**config.mk**
```make
export PLATFORM = sky130hd
export DESIGN_NAME = stolen_guard
export DESIGN_NICKNAME = d
export VERILOG_FILES = /design/src/rtl/sg_pkg.sv /design/src/rtl/sg_datapath.sv /design/src/rtl/sg_ctrl.sv /design/src/rtl/stolen_guard.sv
export SDC_FILE = /design/constraint.sdc
export NUM_CORES = 1
export LEC_CHECK = 0
export ABC_AREA = 1
export BUFFER_PORTS_ARGS = -buffer_cell sky130_fd_sc_hd__clkbuf_2
export CAP_MARGIN = 15
export CORE_ASPECT_RATIO = 0.5
export CORE_MARGIN = 3
export CORE_UTILIZATION = 44
export DETAILED_ROUTE_END_ITERATION = 12
export PLACE_DENSITY = 0.7
export REMOVE_ABC_BUFFERS = 1
export SKIP_LAST_GASP = 1
export SYNTH_ARGS = -nofsm -noshare
export SYNTH_HDL_FRONTEND = slang
export SYNTH_SLANG_ARGS = --single-unit
```
**constraint.sdc**
```tcl
create_clock -name clk -period 7.2 [get_ports clk]
set_input_delay 1.44 -clock clk [delete_from_list [all_inputs] [get_ports clk]]
set_output_delay 1.44 -clock clk [all_outputs]
set_load 0.05 [all_outputs]
```
**src/rtl/sg_pkg.sv**
```systemverilog
package sg_pkg;
  typedef enum logic [1:0] {
    AGENT_CPU  = 2'd0,
    AGENT_MGMT = 2'd1,
    AGENT_GFX  = 2'd2,
    AGENT_IO   = 2'd3
  } agent_e;

  typedef enum logic [1:0] {
    KIND_DIRECT = 2'd0,
    KIND_FETCH  = 2'd1,
    KIND_UPDATE = 2'd2,
    KIND_RSVD   = 2'd3
  } kind_e;

  // strobes from control to datapath
  typedef struct packed {
    logic loadRsp;
    logic loadFault;
  } strobes_t;
endpackage

```
**src/rtl/sg_datapath.sv**
```systemverilog
module sg_datapath
  import sg_pkg::*;
#(
  parameter int ADDR_W   = 36,
  parameter int MB_SHIFT = 20
) (
  input  logic              clk,
  input  logic              rstN,
  input  logic [ADDR_W-1:0] reqAddr,
  input  logic [1:0]        reqAgent,
  input  logic [1:0]        reqKind,
  input  logic [ADDR_W-MB_SHIFT-1:0] cfgTopMem,
  input  logic [ADDR_W-MB_SHIFT-1:0] cfgMgmtSize,
  input  logic [ADDR_W-MB_SHIFT-1:0] cfgXlatBase,
  input  logic [ADDR_W-MB_SHIFT-1:0] cfgXlatSize,
  input  logic              cfgGfxEn,
  input  strobes_t          strobes,
  output logic              blockNext,
  output logic              rspGrant,
  output logic              rspBlock,
  output logic              rspHitMgmt,
  output logic              rspHitXlat,
  output logic              rspBypass,
  output logic [ADDR_W-1:0] faultAddr
);
  localparam int MB_W = ADDR_W - MB_SHIFT;

  logic [MB_W-1:0] addrMb;
  logic [MB_W-1:0] mgmtBase;
  logic [MB_W:0]   xlatEnd;
  logic            hitMgmt, hitXlat, mgmtDeny, xlatDeny, bypassNext;
  agent_e          agent;
  kind_e           kind;

  always_comb begin
    agent    = agent_e'(reqAgent);
    kind     = kind_e'(reqKind);
    addrMb   = reqAddr[ADDR_W-1:MB_SHIFT];
    // base derived from top of memory, clamped at zero
    mgmtBase = (cfgMgmtSize > cfgTopMem) ? '0 : cfgTopMem - cfgMgmtSize;
    hitMgmt  = (addrMb >= mgmtBase) && (addrMb < cfgTopMem);
    xlatEnd  = {1'b0, cfgXlatBase} + {1'b0, cfgXlatSize};
    hitXlat  = cfgGfxEn && (addrMb >= cfgXlatBase) && ({1'b0, addrMb} < xlatEnd);
    mgmtDeny = hitMgmt && (agent != AGENT_MGMT);
    xlatDeny = hitXlat && !((kind == KIND_FETCH) || (kind == KIND_UPDATE));
    blockNext  = mgmtDeny || xlatDeny;
    bypassNext = hitMgmt && !blockNext;
  end

  always_ff @(posedge clk) begin
    if (!rstN) begin
      rspGrant   <= 1'b0;
      rspBlock   <= 1'b0;
      rspHitMgmt <= 1'b0;
      rspHitXlat <= 1'b0;
      rspBypass  <= 1'b0;
    end else if (strobes.loadRsp) begin
      rspGrant   <= !blockNext;
      rspBlock   <= blockNext;
      rspHitMgmt <= hitMgmt;
      rspHitXlat <= hitXlat;
      rspBypass  <= bypassNext;
    end
  end

  always_ff @(posedge clk) begin
    if (!rstN)                  faultAddr <= '0;
    else if (strobes.loadFault) faultAddr <= reqAddr;
  end

  // a granted hit on the management region came from the management agent
  p_mgmt_owner_r2: assert property (@(posedge clk) disable iff (!rstN)
    strobes.loadRsp |=> (!(rspGrant && rspHitMgmt) || $past(reqAgent) == AGENT_MGMT));

  // a granted hit on the translation region was a hardware kind
  p_xlat_kind_r4: assert property (@(posedge clk) disable iff (!rstN)
    strobes.loadRsp |=> (!(rspGrant && rspHitXlat) ||
      $past(reqKind) == KIND_FETCH || $past(reqKind) == KIND_UPDATE));

  // graphics disabled means no translation hit
  p_gfx_off_r5: assert property (@(posedge clk) disable iff (!rstN)
    (strobes.loadRsp && !cfgGfxEn) |=> !rspHitXlat);

  // bypass only on granted management hits
  p_bypass_r6: assert property (@(posedge clk) disable iff (!rstN)
    rspBypass |-> (rspHitMgmt && rspGrant));

  // fault address moves only on a capture
  p_fault_hold_r9: assert property (@(posedge clk) disable iff (!rstN)
    !strobes.loadFault |=> $stable(faultAddr));
endmodule

```
**src/rtl/sg_ctrl.sv**
```systemverilog
module sg_ctrl
  import sg_pkg::*;
(
  input  logic     clk,
  input  logic     rstN,
  input  logic     reqValid,
  input  logic     blockNext,
  output strobes_t strobes,
  output logic     rspValid,
  output logic     errPulse
);
  always_comb begin
    strobes.loadRsp   = reqValid;
    strobes.loadFault = reqValid && blockNext;
  end

  always_ff @(posedge clk) begin
    if (!rstN) begin
      rspValid <= 1'b0;
      errPulse <= 1'b0;
    end else begin
      rspValid <= reqValid;
      errPulse <= reqValid && blockNext;
    end
  end

  // a response follows each request, and only a request
  p_rsp_follows_r8: assert property (@(posedge clk) disable iff (!rstN)
    reqValid |=> rspValid);
  p_rsp_idle_r8: assert property (@(posedge clk) disable iff (!rstN)
    !reqValid |=> !rspValid);
endmodule

```
**src/rtl/stolen_guard.sv**
```systemverilog
module stolen_guard
  import sg_pkg::*;
#(
  parameter int ADDR_W   = 36,
  parameter int MB_SHIFT = 20,
  localparam int MB_W    = ADDR_W - MB_SHIFT
) (
  input  logic              clk,
  input  logic              rstN,
  input  logic              reqValid,
  input  logic [ADDR_W-1:0] reqAddr,
  input  logic [1:0]        reqAgent,
  input  logic [1:0]        reqKind,
  input  logic [MB_W-1:0]   cfgTopMem,
  input  logic [MB_W-1:0]   cfgMgmtSize,
  input  logic [MB_W-1:0]   cfgXlatBase,
  input  logic [MB_W-1:0]   cfgXlatSize,
  input  logic              cfgGfxEn,
  output logic              rspValid,
  output logic              rspGrant,
  output logic              rspBlock,
  output logic              rspHitMgmt,
  output logic              rspHitXlat,
  output logic              rspBypass,
  output logic              errPulse,
  output logic [ADDR_W-1:0] faultAddr
);
  strobes_t strobes;
  logic     blockNext;

  sg_ctrl u_ctrl (
    .clk(clk), .rstN(rstN), .reqValid(reqValid), .blockNext(blockNext),
    .strobes(strobes), .rspValid(rspValid), .errPulse(errPulse)
  );

  sg_datapath #(.ADDR_W(ADDR_W), .MB_SHIFT(MB_SHIFT)) u_dp (
    .clk(clk), .rstN(rstN), .reqAddr(reqAddr), .reqAgent(reqAgent),
    .reqKind(reqKind), .cfgTopMem(cfgTopMem), .cfgMgmtSize(cfgMgmtSize),
    .cfgXlatBase(cfgXlatBase), .cfgXlatSize(cfgXlatSize), .cfgGfxEn(cfgGfxEn),
    .strobes(strobes), .blockNext(blockNext), .rspGrant(rspGrant),
    .rspBlock(rspBlock), .rspHitMgmt(rspHitMgmt), .rspHitXlat(rspHitXlat),
    .rspBypass(rspBypass), .faultAddr(faultAddr)
  );

  // exactly one verdict per valid response
  p_verdict_r8: assert property (@(posedge clk) disable iff (!rstN)
    rspValid |-> (rspGrant != rspBlock));

  // error pulse marks a valid blocked response and carries its address
  p_err_blocked_r9: assert property (@(posedge clk) disable iff (!rstN)
    errPulse |-> (rspValid && rspBlock));
  p_err_addr_r9: assert property (@(posedge clk) disable iff (!rstN)
    reqValid && blockNext |=> (errPulse && faultAddr == $past(reqAddr)));
endmodule

```
Word-level counts from Yosys, hierarchy flattened
Cells that the tools add are included.
- output and inout port bits: 43
- bits of input ports: 108
- register bits after elaboration: 43
- multiplexer cells: 1
- equal/unequal tests: 3
- reductions and logical operators: 11
- $add $sub $neg: 2
- $lt $le $gt $ge: 5
- operators with widths (operator ; count):
    $ge 16x16->1 ; 2
    $add 16x16->17 ; 1
    $lt 16x17->1 ; 1
    $gt 16x16->1 ; 1
    $lt 16x16->1 ; 1
    $mux 16 ; 1
    $sub 16x16->16 ; 1
    $logic_and 1x1->1 ; 7
    $eq 2x1->1 const B ; 1
    $eq 2x2->1 const B ; 1
    $logic_not 1->1 ; 2
    $logic_or 1x1->1 ; 2
    $ne 2x1->1 const B ; 1

Depth between registers and ports, before layout
Gate-level depths: netlist (run 1).
- depth in word-level cells: 8
- gate-level depth with buffers: 25
- gate-level depth less buffers: 24

Cells and area by module
From an unflattened synthesis (run 1), not the netlist that was laid out.
- cell total of the unflattened synthesis: 674
- area total of the unflattened synthesis: 4546.9 um^2
- by module, submodules not included (module ; cells each ; seq. area each (um^2) ; area each (um^2) ; instances):
    sg_datapath ; 665 ; 820.8 ; 4474.3 ; 1
    sg_ctrl ; 9 ; 40.0 ; 72.6 ; 1

Least setup slack after synthesis (run 1)
No wires, ideal clock.
- path type: input to register
- start point: input port cfgTopMem[0]
- end point: register u_dp.faultAddr[25]
- data required time: 7.086 ns
- setup slack: 2.594 ns
- cell stages on the path: 24
- library setup time: 0.114 ns
- arrival: 4.492 ns
- buffers on the path: 3
- path through: inv_1 > ha_1 > fa_1 > inv_1 > a31oi_1 > inv_2 > nand3_1 > nand3_1 > a21oi_1 > o21ai_2 > buf_2 > nand2_1 > ha_1 > nand2_1 > inv_1 > nand3_1 > nor3_1 > nand3_1 > nand3_1 > nand4_2 > buf_2 > buf_2 > nand4_1 > nand2_1
- longest elaborated chain between the ends: 7
- elaborated cells on any way between the ends: 9
- those cells by class: add/sub (1); order compare (3); mux (1); reduce/logical (4)
- ends and longest elaborated chain (item ; RTL line ; source):
    from (decl) ; stolen_guard.sv:14 ; input logic [MB_W-1:0] cfgTopMem,
    $sub 16x16->16 or $gt 16x16->1 (tied branches) ; sg_datapath.sv:40 ; mgmtBase = (cfgMgmtSize > cfgTopMem) ? '0 : cfgTopMem - cfgMgmtSize;
    $mux 16 ; sg_datapath.sv:40 ;
    $ge 16x16->1 ; sg_datapath.sv:41 ; hitMgmt = (addrMb >= mgmtBase) && (addrMb < cfgTopMem);
    $logic_and 1x1->1 * ; sg_datapath.sv:41 ;
    $logic_and 1x1->1 * ; sg_datapath.sv:44 ; mgmtDeny = hitMgmt && (agent != AGENT_MGMT);
    $logic_or 1x1->1 * ; sg_datapath.sv:46 ; blockNext = mgmtDeny || xlatDeny;
    $logic_and 1x1->1 * ; sg_ctrl.sv:14 ; strobes.loadFault = reqValid && blockNext;
    to (signal assigned) ; sg_datapath.sv:68 ; else if (strobes.loadFault) faultAddr <= reqAddr;
    to (decl) ; sg_datapath.sv:24 ; output logic [ADDR_W-1:0] faultAddr
Every way passes the cells marked *; elsewhere a longest branch is shown, timed or not.
A chain may end at the register's enable or synchronous reset.

Worst setup path in the final report (run 1)
- start point: input port cfgTopMem[0]
- end point: register u_dp.faultAddr[1]
The elaborated chain is that of the path after synthesis.

==> summary.txt, run 1 <==
Cells and area
  – Area occupied by registers: 860.8 um^2
  – Layout fillers: between 1000 and 1500
  – NumNets Final: 1029
  – ANT cells: 0
  – Footprint of the multi-input gates: 0.003415 mm^2
  – Share of layout cells above drive strength 1: 0.2288
  – Area growth syn-to-layout: 19.90%

Setup path
  – Slowest stage cell, crit path: o21ai_2
  – Crit path top cell by count: nand3_1
  – Internal reg-to-reg setup slack: 6.56 ns
  – Kind of cell adding the most delay to the critical path: simple AND/OR/NAND/NOR gates
  – Worst path bufs/invs: 6
  – Startpoint types: input pin
  – Worst Path Required: ~7.4 ns
  – Worst Path Max Fanout: 40
  – Crit-path cells: clkbuf_2 -> inv_1 -> ha_1 -> fa_1 -> inv_1 -> a31oi_1 -> inv_2 -> nand3_1 -> nand3_1 -> a21oi_1 -> o21ai_2 -> nand3_1 -> ha_1 -> nand2_1 -> inv_1 -> o21ai_0 -> nand2_1 -> a21oi_1 -> nand3_1 -> nand4_2 -> buf_4 -> nand2_4 -> nand3_1 -> nand2_1
  – Data arrival time at the worst-slack endpoint: 5.36 ns
  – Type of the worst setup path: input pin to register
  – Worst Setup End Kind: register
  – Max incr delay on CP: 0.46 ns

Clock network
  – Post-CTS Hold Buffers: 0
  – Clk Latency, worst-skew pair: approximately 0.27 ns
  – Post-CTS Setup Bufs: 0
  – Clock Path Buffers: 2
  – PostCTS Resize Cnt: 0
  – CTS Sinks: 43
  – CTS tree: built
  – Clock Tree Root: clkbuf_16
  – CTS buffer count: 5
  – Htree depth: 2
  – Clock transition at the registers of the reported paths: 0.06 ns

Timing
  – Tmin final: 5.191 ns
  – Final hold vios: 0
  – Final period util: 0.7210
  – Unrepaired setup endpoints after global routing: false
  – Fmax: a little under 0.2 GHz
  – Final Max Tran Viols: 0
  – Final setup viols: 0
  – Relative slew slack: 0.4877
  – Setup TNS: 0 ns
  – Clock Skew: 0 ns
  – Worst-margin pin slew: between 0.7 and 0.8 ns

Pwr
  – Static Leak: 3.284 nW
  – Tot Pwr: between 0.9 and 1 mW
  – Peak supply drop: 0.08671 mV
  – Pwr per Cell Area: ~160 mW/mm^2

Floorplan
  – Die Ht: 79.74 um
  – Die Span X: 153.5 um
  – Area of the core: 0.01041 mm^2
  – Initial Util: 0.4596
  – Die ar.: about 0.012 mm^2
  – IO Pins: 151
  – Row Count: 26

GRT
  – Grt total ovfl: 0
  – Vias in the first global route: between 4000 and 5000
  – Largest net degree at the start of global routing: 77
  – Initial antenna violation count: 0
  – Aggregate global-route resource usage: 0.1994
  – First-pass GRT wire length: a little over 20 mm

Yosys
  – Mapped Area: 0.004785 mm^2
  – Post-synth ARST share: 0
  – Area share of the largest cell type after synthesis: 0.2458
  – Cell taking the most area after synthesis: ha_1
  – Register area share after synthesis: 0.1799
  – Number of synthesized flops with an enable pin: 0
  – Mapped Cells: 686
  – Synth Warn #: 0
  – Dominant synthesized flop cell: dfxtp_1
  – Yosys cell types: 39
  – Avg Inst Size Synth: 6.975 um^2
  – FF+latch count, synth: 43
  – Synth area leaders: ha_1 25%, dfxtp_1 18%, nand2_1 12%, inv_1 7.8%, nand3_1 6.2%

Route
  – Drt first pass iters: 4
  – Routed wire length: around 13 mm
  – Average wire per standard cell: approximately 13 um
  – DRC: 0
  – Detailed-route via count: 4908
  – Post-route ant nets: 0
  – DR vias/cell: 5.081
  – Initial DRC count: 242

Job
  – Max-cap violation count: 0

Hold path
  – Hold Crit Class: register to register

Placed design
  – Port-buffer cells: 150
  – RD Place Congestion: 0.9227
  – Post-DP HPWL: 10.48 mm

Status
  – Outcome: finished, final reports clean
[final timing paths]
path,from,end,cells past startpoint
max,cfgTopMem[0],u_dp.faultAddr[1],24
max reg2reg,u_dp.rspBypass,u_dp.rspBypass,2
min reg2reg,u_dp.faultAddr[27],u_dp.faultAddr[27],2
min,u_dp.faultAddr[27],u_dp.faultAddr[27],2
[flip-flops by register name, indices dropped and copies added (netlist names)]
register / flops
u_dp.rspBlock: 1
u_ctrl.rspValid: 1
u_dp.rspHitMgmt: 1
u_ctrl.errPulse: 1
u_dp.rspGrant: 1
u_dp.faultAddr: 36
u_dp.rspHitXlat: 1
u_dp.rspBypass: 1
[placed cells by master (no fill, tap or decap), drive strengths merged, types with 9 or more instances in the layout]
| master | Yosys | routed |
|---|---|---|
| inv | 102 | 102 |
| dfxtp | 43 | 43 |
| nand3 | 69 | 69 |
| nand2 | 151 | 151 |
| nand4 | 40 | 40 |
| o21ai | 22 | 22 |
| ha | 94 | 94 |
| nor2 | 25 | 25 |
| a21oi | 59 | 59 |
| clkbuf | 6 | 157 |
| or2 | 9 | 9 |
| xor2 | 11 | 11 |
[layer usage]
layer | share of wire | vias up | track usage
met5 | 0 | - | 0
met4 | 0.0050 | 0 | 0.04141
met3 | 0.046 | 4 | 0.01787
met2 | 0.46 | 107 | 0.3425
met1 | 0.49 | 2194 | 0.2756
li1 | - | 2603 | -
[metrics by stage]
stage | util | worst slack (ns) | cells | cell area (um^2) | hold slack, ns
floorplan | - | 2.015 | 666 | 4658 | 0.6838
global placement | 0.5379 | 1.847 | 958 | 5599 | 0.4545
detailed placement | 0.5379 | 1.710 | 958 | 5599 | 0.4671
CTS | 0.5511 | 1.992 | 966 | 5737 | 0.4773
global route | 0.5511 | 1.502 | 966 | 5737 | 0.4919
finish | 0.5511 | 2.009 | 966 | 5737 | 0.4726
[worst reg2reg max path, delay by kind of cell (launching register included)]
| family | cells | cell delay [ns] |
|---|---|---|
| flip-flops | 1 | 0.31 |
| AO/OA/AOI/OAI | 1 | 0.16 |
| AND/OR/NAND/NOR | 1 | 0.06 |
[logic make-up after synthesis]
kind of cell             after synthesis  share of synthesized area
AO/OA/AOI/OAI                        103                     0.1211
AND/OR/NAND/NOR                      304                     0.3054
flip-flops                            43                     0.1799
XOR/XNOR                              18                    0.03295
buffers and inverters                122                     0.1064
adder cells (fa/ha/maj)               96                     0.2542
[area by class of cell]
type	count	area share
tap	140	0.03053
sequential	43	0.1501
multi-input combinational	521	0.5952
timing repair buffer	152	0.1335
inverter	102	0.06674
clock inverter	1	0.0008724
clock buffer	7	0.02312
[cell usage after synthesis (2+ instances only)]
master,count
a21boi_0,4
nand2_2,2
xnor2_1,7
a21o_1,3
clkbuf_1,6
nand2_1,148
a21oi_1,58
nor4_1,2
nor2_2,2
buf_6,4
a31oi_1,4
ha_1,94
nor3_1,8
nand3_2,10
dfxtp_1,43
o31a_1,2
o21a_1,2
fa_1,2
inv_1,100
nand4_1,38
inv_2,2
buf_2,8
o21bai_1,4
nor2_1,22
nand3_1,59
xor2_1,11
o21ai_0,21
or2_2,9
[report_power, final]
part           total [mW]  internal, mW  switching [mW]
sequential          0.269         0.259          0.0106
clock               0.212         0.128          0.0842
combinational       0.442         0.154           0.288
total               0.924         0.541           0.383
Note: power is estimated with default switching activity, not from simulation.
==> run 2, diff against run 1 <==
--- a/config.mk
+++ b/config.mk
@@ -12,7 +12,7 @@
 export CORE_MARGIN = 3
 export CORE_UTILIZATION = 44
 export DETAILED_ROUTE_END_ITERATION = 12
-export PLACE_DENSITY = 0.7
+export PLACE_DENSITY = 0.73
 export REMOVE_ABC_BUFFERS = 1
 export SKIP_LAST_GASP = 1
 export SYNTH_ARGS = -nofsm -noshare
==> constraint.sdc (replaced) <==
create_clock -name clk -period 4.5 [get_ports clk]
set_input_delay 0.9 -clock clk [delete_from_list [all_inputs] [get_ports clk]]
set_output_delay 0.9 -clock clk [all_outputs]
set_load 0.05 [all_outputs]
==> run 2 against run 1 <==
Wire length grew 1.9%. Worst hold slack got worse by 0.0043 ns. Combinational power rose by 63%. Register-to-register slack lost 2.7 ns. Sequential power increased by 60%. Clock power rose by 95%. Via count up 0.84%. Total power up 70%. Cell count increased by 0.41%. Clock-buffer cell count fell by 1. Die area unchanged. Highest routed layer unchanged.
==> summary.txt, run 2 (synthesis results as in run 1) <==
Clock network
  – CTS buffer count: 5 (unchanged)
  – CTS Sinks: 43 (unchanged)
  – Post-CTS Hold Buffers: 0 (unchanged)
  – Htree depth: 2 (unchanged)
  – Clock Tree Root: clkbuf_16
  – Clock transition at the registers of the reported paths: 0.06 ns (about the same)
  – CTS tree: built
  – Clk Latency, worst-skew pair: 0.27 ns (about the same)
  – Clock Path Buffers: 2 (unchanged)

Pwr
  – Peak supply drop: 0.1405 mV (+62%)
  – Static Leak: 3.336 nW (+1.6%)
  – Tot Pwr: 1.566 mW (+70%)
  – Pwr per Cell Area: 267.9 mW/mm^2 (+66%)

Setup path
  – Worst r2r path cells: 2 (unchanged)
  – Startpoint types: input pin
  – Kind of cell adding the most delay to the critical path: simple AND/OR/NAND/NOR gates
  – Worst path bufs/invs: 6 (unchanged)
  – Crit-path cells: clkbuf_2 -> inv_1 -> ha_1 -> fa_1 -> inv_1 -> a31oi_1 -> inv_2 -> nand3_1 -> nand3_1 -> a21oi_1 -> o21ai_2 -> buf_4 -> nand2_1 -> ha_1 -> nand2_1 -> inv_1 -> nand3_1 -> nor3_1 -> nand3_1 -> nand3_1 -> nand4_2 -> nand2_8 -> nand3_1 -> nand2_1
  – Type of the worst setup path: input pin to register
  – R2R Path End: u_dp.rspBypass
  – Data arrival time at the worst-slack endpoint: 4.35 ns (-1.01 ns)
  – Slowest stage cell, crit path: fa_1
  – Worst Path Max Fanout: 36 (-10%)
  – Max incr delay on CP: 0.36 ns (-0.10 ns)
  – Crit path top cell by count: nand3_1
  – Internal reg-to-reg setup slack: 3.88 ns (-2.68 ns)
  – Crit Reg-Reg Startpoint: u_dp.rspBypass
  – Worst Setup End Kind: register
  – Worst Path Required: 4.72 ns (-2.65 ns)

Floorplan
  – Row Count: 26 (unchanged)
  – IO Pins: 151 (unchanged)
  – Die Ht: 79.74 um (unchanged)
  – Die ar.: 0.01224 mm^2 (unchanged)
  – Area of the core: 0.01041 mm^2 (unchanged)
  – Initial Util: 0.4596 (unchanged)
  – Die Span X: 153.5 um (unchanged)

Timing
  – Final Max Tran Viols: 0 (unchanged)
  – Clock Skew: 0 ns (unchanged)
  – Relative slew slack: 0.5623 (+0.07463)
  – Fmax: between 0.2 and 0.25 GHz
  – Final period util: 0.9181
  – Tmin final: 4.131 ns
  – Worst-margin pin slew: 0.6566 ns (-0.1119 ns)
  – Unrepaired setup endpoints after global routing: false
  – Final setup viols: 0 (unchanged)
  – Final hold vios: 0 (unchanged)

GRT
  – GR Layer Usage met2: 0.3469 (+0.004386)
  – Most Crowded Layer GR: met2
  – First-pass GRT wire length: 20.92 mm (+1.4%)
  – Grt met3 use: 0.01624 (-0.001624)
  – Vias in the first global route: 4606 (+3.0%)
  – Met1 Use GR: 0.2788 (+0.003197)
  – Initial antenna violation count: 0 (unchanged)
  – Largest net degree at the start of global routing: 63 (-18%)
  – Aggregate global-route resource usage: 0.2009 (+0.001471)
  – Grt total ovfl: 0 (unchanged)

Cells and area
  – Most flop-heavy register: u_dp.faultAddr
  – Max reg flops: 36 (unchanged)
  – Layout fillers: 1036 (-2.0%)
  – Area growth syn-to-layout: 22.15%
  – Fin area: 0.005844 mm^2 (+1.9%)
  – ANT cells: 0 (unchanged)
  – Final Util: 0.5614 (+0.01034)
  – Most common cell after layout, fill and taps aside: clkbuf_2
  – Most frequent cells in the layout: 150 x clkbuf_2, 148 x nand2_1, 100 x inv_1
  – Share of layout cells above drive strength 1: 0.2349 (+0.006126)
  – NumNets Final: 1033 (+0.39%)

Status
  – Outcome: finished, final reports clean

Route
  – Drt first pass iters: 4 (unchanged)
  – Detailed-route via count: 4949 (+0.84%)
  – Initial DRC count: 266 (+9.9%)
  – Routed wire length: 12.77 mm (+1.9%)
  – DRC: 0 (unchanged)
  – Post-route ant nets: 0 (unchanged)
  – Average wire per standard cell: 13.17 um (+1.5%)
  – DR vias/cell: 5.102 (+0.42%)

Job
  – Max-cap violation count: 0 (unchanged)

Hold path
  – Hold EP: u_dp.rspHitMgmt
  – Hold Crit Class: register to register
  – HP Start: u_dp.rspHitMgmt
  – WHS Path Cells: 2 (unchanged)

Placed design
  – Port-buffer cells: 150 (unchanged)
  – Post-DP HPWL: 10.54 mm (+0.58%)
  – RD Place Congestion: 0.8892 (-3.6%)
  – Dpl cell area: 0.005634 mm^2 (+0.63%)
## run 2: cell types whose count changed in the layout (fill, tap and decap cells not counted)
cell,change
nand2_4,-1
buf_4,+2
clkbuf_1,-2
bufinv_16,+1
buf_12,+1
clkbuf_8,+1
buf_16,+1
nand2_8,+1
## run 2: cell type report
cell class                 instances  area [um^2]  share of cell area
multi-input combinational        521         3423              0.5857
sequential                        43        860.8              0.1473
timing repair buffer             156        828.3              0.1417
inverter                         102        382.9             0.06551
tap                              140        175.2             0.02997
clock buffer                       6        138.9             0.02376
clock inverter                     2        35.03            0.005994
## run 2: stage by stage
stage / instances / hold slack [ns] / TNS (ns) / setup slack (ns)
after global routing: 970 / 0.4899 / 0 / 0.06537
after detailed placement: 961 / 0.4590 / 0 / 0.02698
final: 970 / 0.4684 / 0 / 0.3685
after global placement: 961 / 0.4548 / 0 / 0.1774
after CTS: 969 / 0.4687 / 0 / 0.2966
after floorplan: 666 / 0.6838 / -4.920 / -0.1447
## run 2: how the worst max path moves through the flow
stage	start	to	slack (ns)	depth (start not counted)
CTS	cfgTopMem[0]	u_dp.faultAddr[31]	0.30	24
global route	cfgTopMem[0]	u_dp.faultAddr[31]	0.07	24
detailed placement	cfgTopMem[0]	u_dp.faultAddr[31]	0.03	24
global placement	cfgTopMem[0]	u_dp.faultAddr[8]	0.18	24
floorplan	cfgTopMem[0]	u_dp.faultAddr[0]	-0.14	22
finish	cfgTopMem[0]	u_dp.faultAddr[31]	0.37	24
## run 2: power breakdown
group | internal (mW) | switching, mW
clock network | 0.276 | 0.138
registers | 0.414 | 0.0163
logic | 0.255 | 0.467
total | 0.945 | 0.621
## run 2: worst min-delay path, delay by kind of cell (launching register included)
kind	cells	cell delay (ns)
AOI/OAI and AO/OA	1	0.05
and+or+nand+nor	1	0.06
DFF	1	0.31
## run 2: layer usage
| layer | up-vias | share of wire |
|---|---|---|
| met5 | - | 0 |
| met4 | 0 | 0.010 |
| met3 | 10 | 0.049 |
| met2 | 129 | 0.46 |
| met1 | 2197 | 0.48 |
| li1 | 2613 | - |
## run 2: repair_timing
item / CTS / global route
gates resized for setup: 0 / 1
endpoints found under the setup margin: 0 / 7
setup buffers: 0 / 0
